## config.mk

```make
export PLATFORM = sky130hd
export DESIGN_NAME = vpair_load_unit
export DESIGN_NICKNAME = d
export VERILOG_FILES = /design/src/rtl/vpl_pkg.sv /design/src/rtl/vpl_addr_gen.sv /design/src/rtl/vpl_wdata.sv /design/src/rtl/vpl_ctrl.sv /design/src/rtl/vpair_load_unit.sv
export SDC_FILE = /design/constraint.sdc
export NUM_CORES = 1
export LEC_CHECK = 0
export BUFFER_PORTS_ARGS = -buffer_cell sky130_fd_sc_hd__buf_4
export CAP_MARGIN = 20
export CORE_ASPECT_RATIO = 0.7
export CORE_MARGIN = 3
export CORE_UTILIZATION = 40
export CTS_BUF_LIST = sky130_fd_sc_hd__clkbuf_8 sky130_fd_sc_hd__clkbuf_16
export DETAILED_ROUTE_END_ITERATION = 12
export GPL_TIMING_DRIVEN = 0
export SETUP_SLACK_MARGIN = 0.5
export SLEW_MARGIN = 10
export SYNTH_ARGS = -nofsm -noshare
export SYNTH_HDL_FRONTEND = slang
export SYNTH_SLANG_ARGS = --single-unit
```

## constraint.sdc

```tcl
create_clock -name clk -period 8 [get_ports clk]
set_input_delay 2 -clock clk [delete_from_list [all_inputs] [get_ports clk]]
set_output_delay 2 -clock clk [all_outputs]
set_load 0.01 [all_outputs]
```

## src/rtl/vpl_pkg.sv

```systemverilog
// Shared types for the paired vector load sequencer.
// Assumes element sizes are powers of two starting at 4 bytes.
package vpl_pkg;
    typedef enum logic [2:0] {
        S_IDLE, S_REQ1, S_WAIT1, S_REQ2, S_WAIT2, S_WR1, S_WR2, S_FIN
    } vpl_state_e;

    localparam logic [1:0] SIZE_BAD   = 2'b11;
    localparam logic [4:0] SP_INDEX   = 5'd31;
    localparam int unsigned MIN_SCALE = 2;
endpackage

```

## src/rtl/vpl_addr_gen.sv

```systemverilog
// Effective address generator: picks the base (stack pointer or general
// register), scales the signed offset by element size, and reports the byte
// step and stack misalignment. Purely combinational; assumes opc < 3 when used.
module vpl_addr_gen #(
    parameter int AW       = 64,
    parameter int IMM_W    = 7,
    parameter int SP_ALIGN = 16
) (
    input  logic [1:0]       size,
    input  logic [IMM_W-1:0] imm,
    input  logic [4:0]       base_idx,
    input  logic [AW-1:0]    gpr_val,
    input  logic [AW-1:0]    sp_val,
    output logic             base_is_sp,
    output logic             sp_misaligned,
    output logic [AW-1:0]    addr_first,
    output logic [AW-1:0]    step_bytes
);
    import vpl_pkg::*;
    localparam int ALIGN_BITS = $clog2(SP_ALIGN);

    logic [2:0]    scale;
    logic [AW-1:0] imm_ext;
    logic [AW-1:0] base;

    // Form scale, sign-extended offset and selected base
    always_comb begin
        scale         = 3'(MIN_SCALE) + {1'b0, size};
        imm_ext       = {{(AW-IMM_W){imm[IMM_W-1]}}, imm};
        base_is_sp    = (base_idx == SP_INDEX);
        base          = base_is_sp ? sp_val : gpr_val;
        sp_misaligned = |sp_val[ALIGN_BITS-1:0];
        addr_first    = base + (imm_ext << scale);
        step_bytes    = AW'(1) << scale;
    end
endmodule

```

## src/rtl/vpl_wdata.sv

```systemverilog
// Write-data shaper: keeps the low element bits of a response, clears the
// rest, and forces zero for the shared-destination "zero" policy.
module vpl_wdata #(
    parameter int VW  = 128,
    parameter int NSZ = 3
) (
    input  logic [1:0]    size,
    input  logic          force_zero,
    input  logic [VW-1:0] src,
    output logic [VW-1:0] dst
);
    logic [VW-1:0] lanes [NSZ];

    for (genvar g = 0; g < NSZ; g++) begin : g_lane
        localparam int EW = 32 << g;
        assign lanes[g] = src & VW'({EW{1'b1}});
    end

    // Select the lane for the active size
    always_comb begin
        dst = '0;
        for (int i = 0; i < NSZ; i++)
            if (int'(size) == i) dst = lanes[i];
        if (force_zero) dst = '0;
    end
endmodule

```

## src/rtl/vpl_ctrl.sv

```systemverilog
// Sequencer FSM: accepts one operation, checks it, issues the two reads one
// at a time, holds the data, then writes two registers and pulses done.
// Assumes the memory returns exactly one response per accepted request.
module vpl_ctrl #(
    parameter int AW = 64,
    parameter int VW = 128
) (
    input  logic          clk,
    input  logic          rst_n,
    input  logic          op_valid,
    input  logic [1:0]    op_size,
    input  logic [4:0]    op_dst0,
    input  logic [4:0]    op_dst1,
    input  logic [1:0]    cfg_same_dst,
    input  logic          base_is_sp,
    input  logic          sp_misaligned,
    input  logic [AW-1:0] addr_first,
    input  logic [AW-1:0] step_bytes,
    input  logic          mem_req_ready,
    input  logic          mem_rsp_valid,
    input  logic [VW-1:0] mem_rsp_data,
    output logic          op_ready,
    output logic          mem_req_valid,
    output logic [AW-1:0] mem_addr,
    output logic [1:0]    mem_size,
    output logic          mem_tagchk,
    output logic          vr_we,
    output logic [4:0]    vr_idx,
    output logic [VW-1:0] sel_data,
    output logic          zero_data,
    output logic          done,
    output logic          flt_align,
    output logic          flt_undef
);
    import vpl_pkg::*;

    vpl_state_e    state_q;
    logic [AW-1:0] addr_q, step_q;
    logic [1:0]    size_q;
    logic [4:0]    dst0_q, dst1_q;
    logic          tag_q, zero_q, fa_q, fu_q;
    logic [VW-1:0] d1_q, d2_q;
    logic          same;

    assign same = (op_dst0 == op_dst1);

    // State and operand registers
    always_ff @(posedge clk) begin
        if (!rst_n) begin
            state_q <= S_IDLE;
            addr_q  <= '0;
            step_q  <= '0;
            size_q  <= '0;
            dst0_q  <= '0;
            dst1_q  <= '0;
            tag_q   <= 1'b0;
            zero_q  <= 1'b0;
            fa_q    <= 1'b0;
            fu_q    <= 1'b0;
            d1_q    <= '0;
            d2_q    <= '0;
        end else begin
            case (state_q)
                S_IDLE: if (op_valid) begin
                    size_q <= op_size;
                    dst0_q <= op_dst0;
                    dst1_q <= op_dst1;
                    addr_q <= addr_first;
                    step_q <= step_bytes;
                    tag_q  <= !base_is_sp;
                    zero_q <= same;
                    if (op_size == SIZE_BAD) begin
                        fu_q    <= 1'b1;
                        state_q <= S_FIN;
                    end else if (same && cfg_same_dst == 2'd1) begin
                        fu_q    <= 1'b1;
                        state_q <= S_FIN;
                    end else if (same && cfg_same_dst[1]) begin
                        state_q <= S_FIN;
                    end else if (base_is_sp && sp_misaligned) begin
                        fa_q    <= 1'b1;
                        state_q <= S_FIN;
                    end else begin
                        state_q <= S_REQ1;
                    end
                end
                S_REQ1:  if (mem_req_ready) state_q <= S_WAIT1;
                S_WAIT1: if (mem_rsp_valid) begin
                    d1_q    <= mem_rsp_data;
                    addr_q  <= addr_q + step_q;
                    state_q <= S_REQ2;
                end
                S_REQ2:  if (mem_req_ready) state_q <= S_WAIT2;
                S_WAIT2: if (mem_rsp_valid) begin
                    d2_q    <= mem_rsp_data;
                    state_q <= S_WR1;
                end
                S_WR1:   state_q <= S_WR2;
                S_WR2:   state_q <= S_FIN;
                default: begin
                    fa_q    <= 1'b0;
                    fu_q    <= 1'b0;
                    state_q <= S_IDLE;
                end
            endcase
        end
    end

    // Decode outputs from state
    always_comb begin
        op_ready      = (state_q == S_IDLE);
        mem_req_valid = (state_q == S_REQ1) || (state_q == S_REQ2);
        mem_addr      = addr_q;
        mem_size      = size_q;
        mem_tagchk    = tag_q;
        vr_we         = (state_q == S_WR1) || (state_q == S_WR2);
        vr_idx        = (state_q == S_WR2) ? dst1_q : dst0_q;
        sel_data      = (state_q == S_WR2) ? d2_q : d1_q;
        zero_data     = zero_q;
        done          = (state_q == S_FIN);
        flt_align     = fa_q;
        flt_undef     = fu_q;
    end
endmodule

```

## src/rtl/vpair_load_unit.sv

```systemverilog
// Top of the paired vector load sequencer: address generation, sequencing
// FSM and write-data shaping. Assumes gpr_data answers gpr_idx in the same cycle.
module vpair_load_unit #(
    parameter int AW = 64,
    parameter int VW = 128
) (
    input  logic          clk,
    input  logic          rst_n,
    input  logic          op_valid,
    output logic          op_ready,
    input  logic [1:0]    op_size,
    input  logic [6:0]    op_imm7,
    input  logic [4:0]    op_base,
    input  logic [4:0]    op_dst0,
    input  logic [4:0]    op_dst1,
    input  logic [1:0]    cfg_same_dst,
    output logic [4:0]    gpr_idx,
    input  logic [AW-1:0] gpr_data,
    input  logic [AW-1:0] sp_value,
    output logic          mem_req_valid,
    input  logic          mem_req_ready,
    output logic [AW-1:0] mem_addr,
    output logic [1:0]    mem_size,
    output logic          mem_nt,
    output logic          mem_tagchk,
    input  logic          mem_rsp_valid,
    input  logic [VW-1:0] mem_rsp_data,
    output logic          vr_we,
    output logic [4:0]    vr_idx,
    output logic [VW-1:0] vr_data,
    output logic          done,
    output logic          flt_align,
    output logic          flt_undef
);
    logic          base_is_sp, sp_mis, zero_data;
    logic [AW-1:0] addr_first, step_bytes;
    logic [VW-1:0] sel_data;

    assign gpr_idx = op_base;
    assign mem_nt  = 1'b1;

    vpl_addr_gen #(.AW(AW)) u_agen (
        .size(op_size), .imm(op_imm7), .base_idx(op_base),
        .gpr_val(gpr_data), .sp_val(sp_value),
        .base_is_sp(base_is_sp), .sp_misaligned(sp_mis),
        .addr_first(addr_first), .step_bytes(step_bytes)
    );

    vpl_ctrl #(.AW(AW), .VW(VW)) u_ctrl (
        .clk(clk), .rst_n(rst_n), .op_valid(op_valid), .op_size(op_size),
        .op_dst0(op_dst0), .op_dst1(op_dst1), .cfg_same_dst(cfg_same_dst),
        .base_is_sp(base_is_sp), .sp_misaligned(sp_mis),
        .addr_first(addr_first), .step_bytes(step_bytes),
        .mem_req_ready(mem_req_ready), .mem_rsp_valid(mem_rsp_valid),
        .mem_rsp_data(mem_rsp_data), .op_ready(op_ready),
        .mem_req_valid(mem_req_valid), .mem_addr(mem_addr),
        .mem_size(mem_size), .mem_tagchk(mem_tagchk), .vr_we(vr_we),
        .vr_idx(vr_idx), .sel_data(sel_data), .zero_data(zero_data),
        .done(done), .flt_align(flt_align), .flt_undef(flt_undef)
    );

    vpl_wdata #(.VW(VW)) u_wdata (
        .size(mem_size), .force_zero(zero_data), .src(sel_data), .dst(vr_data)
    );
endmodule

```

==> impl_metrics.toml, run 1 <==
[status]
outcome = "finished clean"

[setup_path]
slowest_stage = "clkbuf_1"
crit_required_ps = 8410
ff2ff_path_depth = 12
r2r-start = "u_ctrl.step_q[0]"
end_kind = "flip-flop"
worstSetupPathType = "primary input to flip-flop"
worstReg2RegEnd = "u_ctrl.mem_addr[58]"
worstPathMaxFanout = 10
start_kind = "primary input"
arrival_ps = 7710
worstSetupEndpoint = "u_ctrl.mem_addr[62]"
startpoint = "op_base[2]"
r2r_setup_slack_ps = 4030
max_stage_delay_ps = 580
path_cells = "buf_4 -> and3_1 -> nand3_1 -> clkbuf_2 -> clkbuf_1 -> mux2_2 -> ha_1 -> clkbuf_1 -> nand4_1 -> nor2_1 -> nand3_1 -> a211oi_2 -> a311oi_2 -> o31ai_2 -> a31oi_1 -> mux2i_1 -> a2111oi_2"

[clock_tree]
clk_pin_slew_ps = 60
clkSinkCount = 347
numCtsBuffers = 36
hold_buffers = 0
cts_setup_buffers = 0
cts_tree = "built"
clock_latency_ps = 530
cts_max_level = 2
clock-root-buffer = "clkbuf_16"
clockBufferDepth = 3

[worst_hold_path]
min_path_type = "flip-flop to flip-flop"
min_from = "u_ctrl.d1_q[104]"

[synthesis]
seq_area_frac_synth = 0.338
ys_top_cells_by_area = "dfxtp_1 34%, nand2_1 17%, a21oi_1 14%"
yosys_warnings = 0
synth_cells = 2948
synth-compound-area-share = 0.236
synthSimpleGateAreaFrac = 0.263
ys_ff_latch = 347
yosysUniqueCellTypes = 80
synth_enable_flop_cells = 0
syn_area_um2 = 20500
synthXorXnorAreaFrac = 0.0260
synthMuxAreaShare = 0.0417
async_flop_share = 0
synth_flop_cell = "dfxtp_1"
synth_top_family_by_area = "simple AND/OR/NAND/NOR gates"
syn_avg_cell_area_um2 = 6.96
yosys.area_share.adder = 0.0489
yosysTopAreaCell = "dfxtp_1"
synth_top_cell_area_share = 0.338

[grt]
grt_max_degree = 63
antenna_found_initial = 9
grt_pass1_wl_mm = 132
track_usage = 0.311
overflow = 0
grt_pass1_vias = 22100

[floorplan]
die_h_um = 196
ios = 499
die_x_um = 277
fp.coreArea_um2 = 50000
dieArea_um2 = 54100
start_util = 0.410
num_rows = 68

[timing]
skew_ps = 18.4
slew_viol_final = 0
setup_viol = 0
rsz0062_at_grt = "false"
fin_crit_sh = 0.912
layout_setup_ws_ps = 707
relSlewSlack = 0.242
tightest_slew_ps = 1140
hold_ws_ps = 455
period_needed_ps = 7290
fmax_mhz = 137
finalHoldViolations = 0

[layout]
layout-drive-gt1-share = 0.185
fin_nets = 3852
fin_area_um2 = 26300
areaGrowthSynthToFinish_pct = 28.2

[placed_design]
dp_hpwl_mm = 70.2
place_area_um2 = 25100
pre_cts_slack_ps = -602
place.gp.congestion = 1.01
portBuffers = 497

[drt]
antenna_left = 0
viasPerCell = 5.71
wl_per_cell_um = 21.6
drt_pass1_iterations = 6
drc = 0
drt-total-wl_mm = 90.2
drtIter0Drc = 2504
vias = 23900

[power]
peakVddDrop_mv = 0.137
cellPowerDensity_nw_per_um2 = 224
p_leak_nw = 10.1

[flow_run]
maxCapViolCount = 0
## cells in the final DEF (no fill, tap or decap), types with 13 or more instances in the layout
master,n
nand2_1,933
a21oi_1,557
buf_4,503
dfxtp_1,347
clkbuf_1,184
nor2_1,114
o21ai_0,104
ha_1,77
mux2_2,66
nand3_1,47
nand4_1,40
inv_1,37
nor3_1,36
clkbuf_16,36
xor2_1,34
xnor2_1,27
and3_1,26
o211ai_1,20
and2_1,19
a21o_1,19
a31oi_1,19
a211oi_1,18
buf_1,17
o21bai_1,15
nor2b_1,13
nor4_1,13
o31ai_1,13
## Yosys cell counts (all sizes together), types with 13 or more instances
library cell	count
nand2	933
xor2	34
nand4	40
mux2	66
a31oi	19
dfxtp	347
and3	26
nor2	114
clkbuf	188
nor4	14
o21ai	106
a21oi	557
buf	26
a21o	19
xnor2	27
ha	77
o21bai	15
a211oi	20
o31ai	14
o211ai	20
and2	22
nor2b	13
inv	29
nand3	47
nor3	36
## worst max-delay path: cells and delay by family
family                     cells  cell delay, ps
and+or+nand+nor                5            1490
AOI/OAI and AO/OA              5            1790
buffers and inverters          4            1580
adders and majority gates      1             260
muxes                          2             560
## logic make-up (layout without fill, tap and decap cells)
group,Yosys count,count (layout)
and+or+nand+nor,1288,1288
AOI/OAI and AO/OA,852,852
xor gates and xnor gates,61,61
buffers and inverters,243,802
other,2,11
DFF,347,347
adders and majority gates,79,79
muxes,76,76
## sequential cells by signal, indices dropped and copies added, names as in the netlist
name and flops:
u_ctrl.mem_size 2, u_ctrl.zero_data 1, u_ctrl.mem_addr 64, u_ctrl.d2_q 128, u_ctrl.flt_undef 1, u_ctrl.d1_q 128
u_ctrl.dst0_q 5, u_ctrl.step_q 8, u_ctrl.state_q 3, u_ctrl.dst1_q 5, u_ctrl.mem_tagchk 1, u_ctrl.flt_align 1
## final cells by class
cell class | instances | area, um2
Fill cell | 4999 | 23700
Multi-Input combinational cell | 2360 | 12700
Sequential cell | 347 | 6950
Timing Repair Buffer | 498 | 3740
Clock buffer | 41 | 970
Buffer | 214 | 841
Tap cell | 665 | 832
Clock inverter | 20 | 204
Inverter | 29 | 109
Antenna cell | 7 | 17.5
## report_power, final
part	switching (mW)	leakage [nW]	internal, mW
Clock	0.729	0.615	0.996
Sequential	0.230	2.82	1.94
Combinational	1.30	6.63	0.712
## timing repair
item                       4_1_cts  5_1_grt
pin swaps                        0        0
gates resized for setup          2        3
setup endpoints to repair       13        7
## layer usage
layer / global-route usage / vias up / part of all wire
met2: 0.454 / 1165 / 0.41
li1: - / 11200 / -
met3: 0.0691 / 164 / 0.097
met1: 0.456 / 11300 / 0.46
met4: 0.0937 / 4 / 0.032
met5: 0 / - / 0.00027
## worst min-delay path by stage
| stage | endpoint | depth (start not counted) |
|---|---|---|
| 5_1_grt | u_ctrl.d2_q[110] | 2 |
| 2_1_floorplan | u_ctrl.step_q[3] | 2 |
| 3_3_place_gp | u_ctrl.d2_q[26] | 2 |
| 6_report | u_ctrl.d1_q[104] | 2 |
| 4_1_cts | u_ctrl.d1_q[61] | 2 |
| 3_5_place_dp | u_ctrl.d2_q[19] | 2 |
## metrics by stage
step / std cells / utilization / setup TNS (ps) / total power [mW]
after floorplan: 2950 / - / 0 / 3.21
after global placement: 4112 / 0.502 / -2240 / 4.11
after detailed placement: 4112 / 0.502 / -2960 / 4.14
after CTS: 4173 / 0.525 / 0 / 5.86
after global routing: 4180 / 0.526 / 0 / 6.16
final: 4181 / 0.526 / 0 / 5.90
No activity file was read; power rests on OpenSTA's default activity.
==> inputs of run 2 (changes only) <==
Settings changed: ABC_AREA from default to 1, REMOVE_ABC_BUFFERS from default to 1.
==> impl_metrics.toml, run 2 <==
[floorplan]
die_x_um = 294
num_rows = 73
dieArea_um2 = 61100
die_h_um = 208
start_util = 0.407
fp.coreArea_um2 = 57200
ios = 499

[setup_path]
worstSetupPathType = "primary input to flip-flop"
ff2ff_path_depth = 10
worstReg2RegEnd = "u_ctrl.mem_addr[32]"
start_kind = "primary input"
end_kind = "flip-flop"
cpMostUsedCell = "nand2_1"
path_delay_family = "compound AO/OA/AOI/OAI gates"
crit_buf_inv = 5
slowest_stage = "o21ai_0"
startpoint = "op_base[4]"
r2r_setup_slack_ps = 3790
worstPathMaxFanout = 69
r2r-start = "u_ctrl.state_q[2]"
crit_required_ps = 8410
path_cells = "buf_4 -> nand3_1 -> nor2_4 -> buf_12 -> inv_4 -> o21ai_0 -> ha_1 -> nand2_1 -> inv_1 -> nand2_1 -> nand2_1 -> nand2_1 -> nand3_1 -> o21ai_0 -> o21ai_0 -> o21bai_1 -> inv_1"
arrival_ps = 6180
max_stage_delay_ps = 780

[synthesis]
ys_ff_latch = 347
yosysTopAreaCell = "dfxtp_1"
synth_common_cells = "1,011 x nand2_1, 489 x a21oi_1, 484 x inv_1"
syn_avg_cell_area_um2 = 6.10
syn_area_um2 = 23300
synth_flop_cell = "dfxtp_1"
yosysMostFrequentCell = "nand2_1"
synth_cells = 3817
ys_top_cells_by_area = "dfxtp_1 30%, nand2_1 16%, a21oi_1 11%"
yosysUniqueCellTypes = 50
seq_area_frac_synth = 0.299
async_flop_share = 0
synth_enable_flop_cells = 0
yosys_warnings = 0
synth_top_cell_area_share = 0.299

[timing]
tightest_slew_ps = 988
period_needed_ps = 5760
finalHoldViolations = 0
slew_viol_final = 0
skew_ps = 17.0
relSlewSlack = 0.334
rsz0062_at_grt = "false"
setup_viol = 0
layout_setup_ws_ps = 2240
fmax_mhz = 174
fin_crit_sh = 0.720
hold_ws_ps = 446

[placed_design]
place.gp.congestion = 1.01
placedCellCount = 4878
portBuffers = 497
dp_hpwl_mm = 69.4
pre_cts_slack_ps = 1690

[power]
peakVddDrop_mv = 0.164
p_leak_nw = 13.6
cellPowerDensity_nw_per_um2 = 242

[clock_tree]
numCtsBuffers = 36
clockBufferDepth = 3
hold_buffers = 0
cts_setup_buffers = 0
cts_resized = 0
clkSinkCount = 347
clock_latency_ps = 530
cts_tree = "built"
cts_max_level = 2
clk_pin_slew_ps = 60
clock-root-buffer = "clkbuf_16"

[drt]
wl_per_cell_um = 18.8
drc = 0
route.met3.wl_mm = 9.89
drtIter0Drc = 2745
viasPerCell = 5.28
drt-total-wl_mm = 92.9
vias = 26100
m1WireLength_mm = 43.7
wl_met2_mm = 37.3
drt_pass1_iterations = 6
antenna_left = 0
top_layer = "met4"

[layout]
fin_util = 0.504
layout-drive-gt1-share = 0.153
layout.cells.most_common = "nand2_1"
fin_nets = 4532
areaGrowthSynthToFinish_pct = 23.8
layout_common_cells = "1,009 x nand2_1, 495 x buf_4, 492 x inv_1, 488 x a21oi_1, 347 x dfxtp_1"
instances_no_fill = 4952

[grt]
grt_max_degree = 143
antenna_found_initial = 10
overflow = 0
track_usage = 0.291
grt_pass1_vias = 23000
grt_pass1_wl_mm = 140

[worst_hold_path]
min_from = "u_ctrl.dst1_q[0]"
min_path_type = "flip-flop to flip-flop"
holdPathStages = 2
holdPathEnd = "u_ctrl.dst1_q[0]"

[flow_run]
maxCapViolCount = 0

[status]
outcome = "finished clean"
[run 2: cell type report]
class / count / area, um2
clock inverters: 25 / 239
fillers: 6123 / 28400
repair buffers: 515 / 4180
multi-input cells: 2772 / 13700
diodes: 9 / 22.5
inverters: 494 / 1870
well taps: 750 / 938
clock buffers: 40 / 956
flip-flops and latches: 347 / 6950
[run 2: how the worst max path moves through the flow]
stage,endpoint,slack [ps],cells after the start
floorplan,u_ctrl.d2_q[0],-550,6
global placement,u_ctrl.d2_q[49],-9780,5
detailed placement,u_ctrl.mem_addr[26],1690,17
CTS,u_ctrl.mem_addr[26],2260,17
global route,u_ctrl.mem_addr[26],1900,17
finish,u_ctrl.mem_addr[13],2240,17
[run 2: cell families after synthesis]
logic type | share of synthesized area
muxes | 0.000860
other | 0.000323
adders and majority gates | 0.0431
xor gates and xnor gates | 0.0158
AOI/OAI and AO/OA | 0.214
and+or+nand+nor | 0.310
DFF | 0.299
buffers and inverters | 0.117
[run 2: through the flow]
stage	TNS, ps	instance area, um2	power, mW
final	0	28800	6.98
after global routing	0	28800	7.40
after detailed placement	0	27600	5.21
after floorplan	-69960	22400	3.87
after CTS	0	28800	6.97
after global placement	-1643480	27100	5.18
[run 2: per-layer routing]
layer	track usage	up-vias
met1	0.442	11900
met4	0.0683	0
met2	0.399	976
met3	0.0826	91
li1	-	13100
met5	0	-
[run 2: worst register-to-register path: cells and delay by family (launching register included)]
family,cells,cell delay (ps)
buf+inv,5,2100
flops,1,460
simple gates,5,1550
[run 2: power by group]
group / internal [mW] / leakage [nW] / switching (mW) / total, mW
Combinational: 1.00 / 10.1 / 1.80 / 2.80
Clock: 0.995 / 0.619 / 0.753 / 1.75
Sequential: 2.07 / 2.83 / 0.363 / 2.43
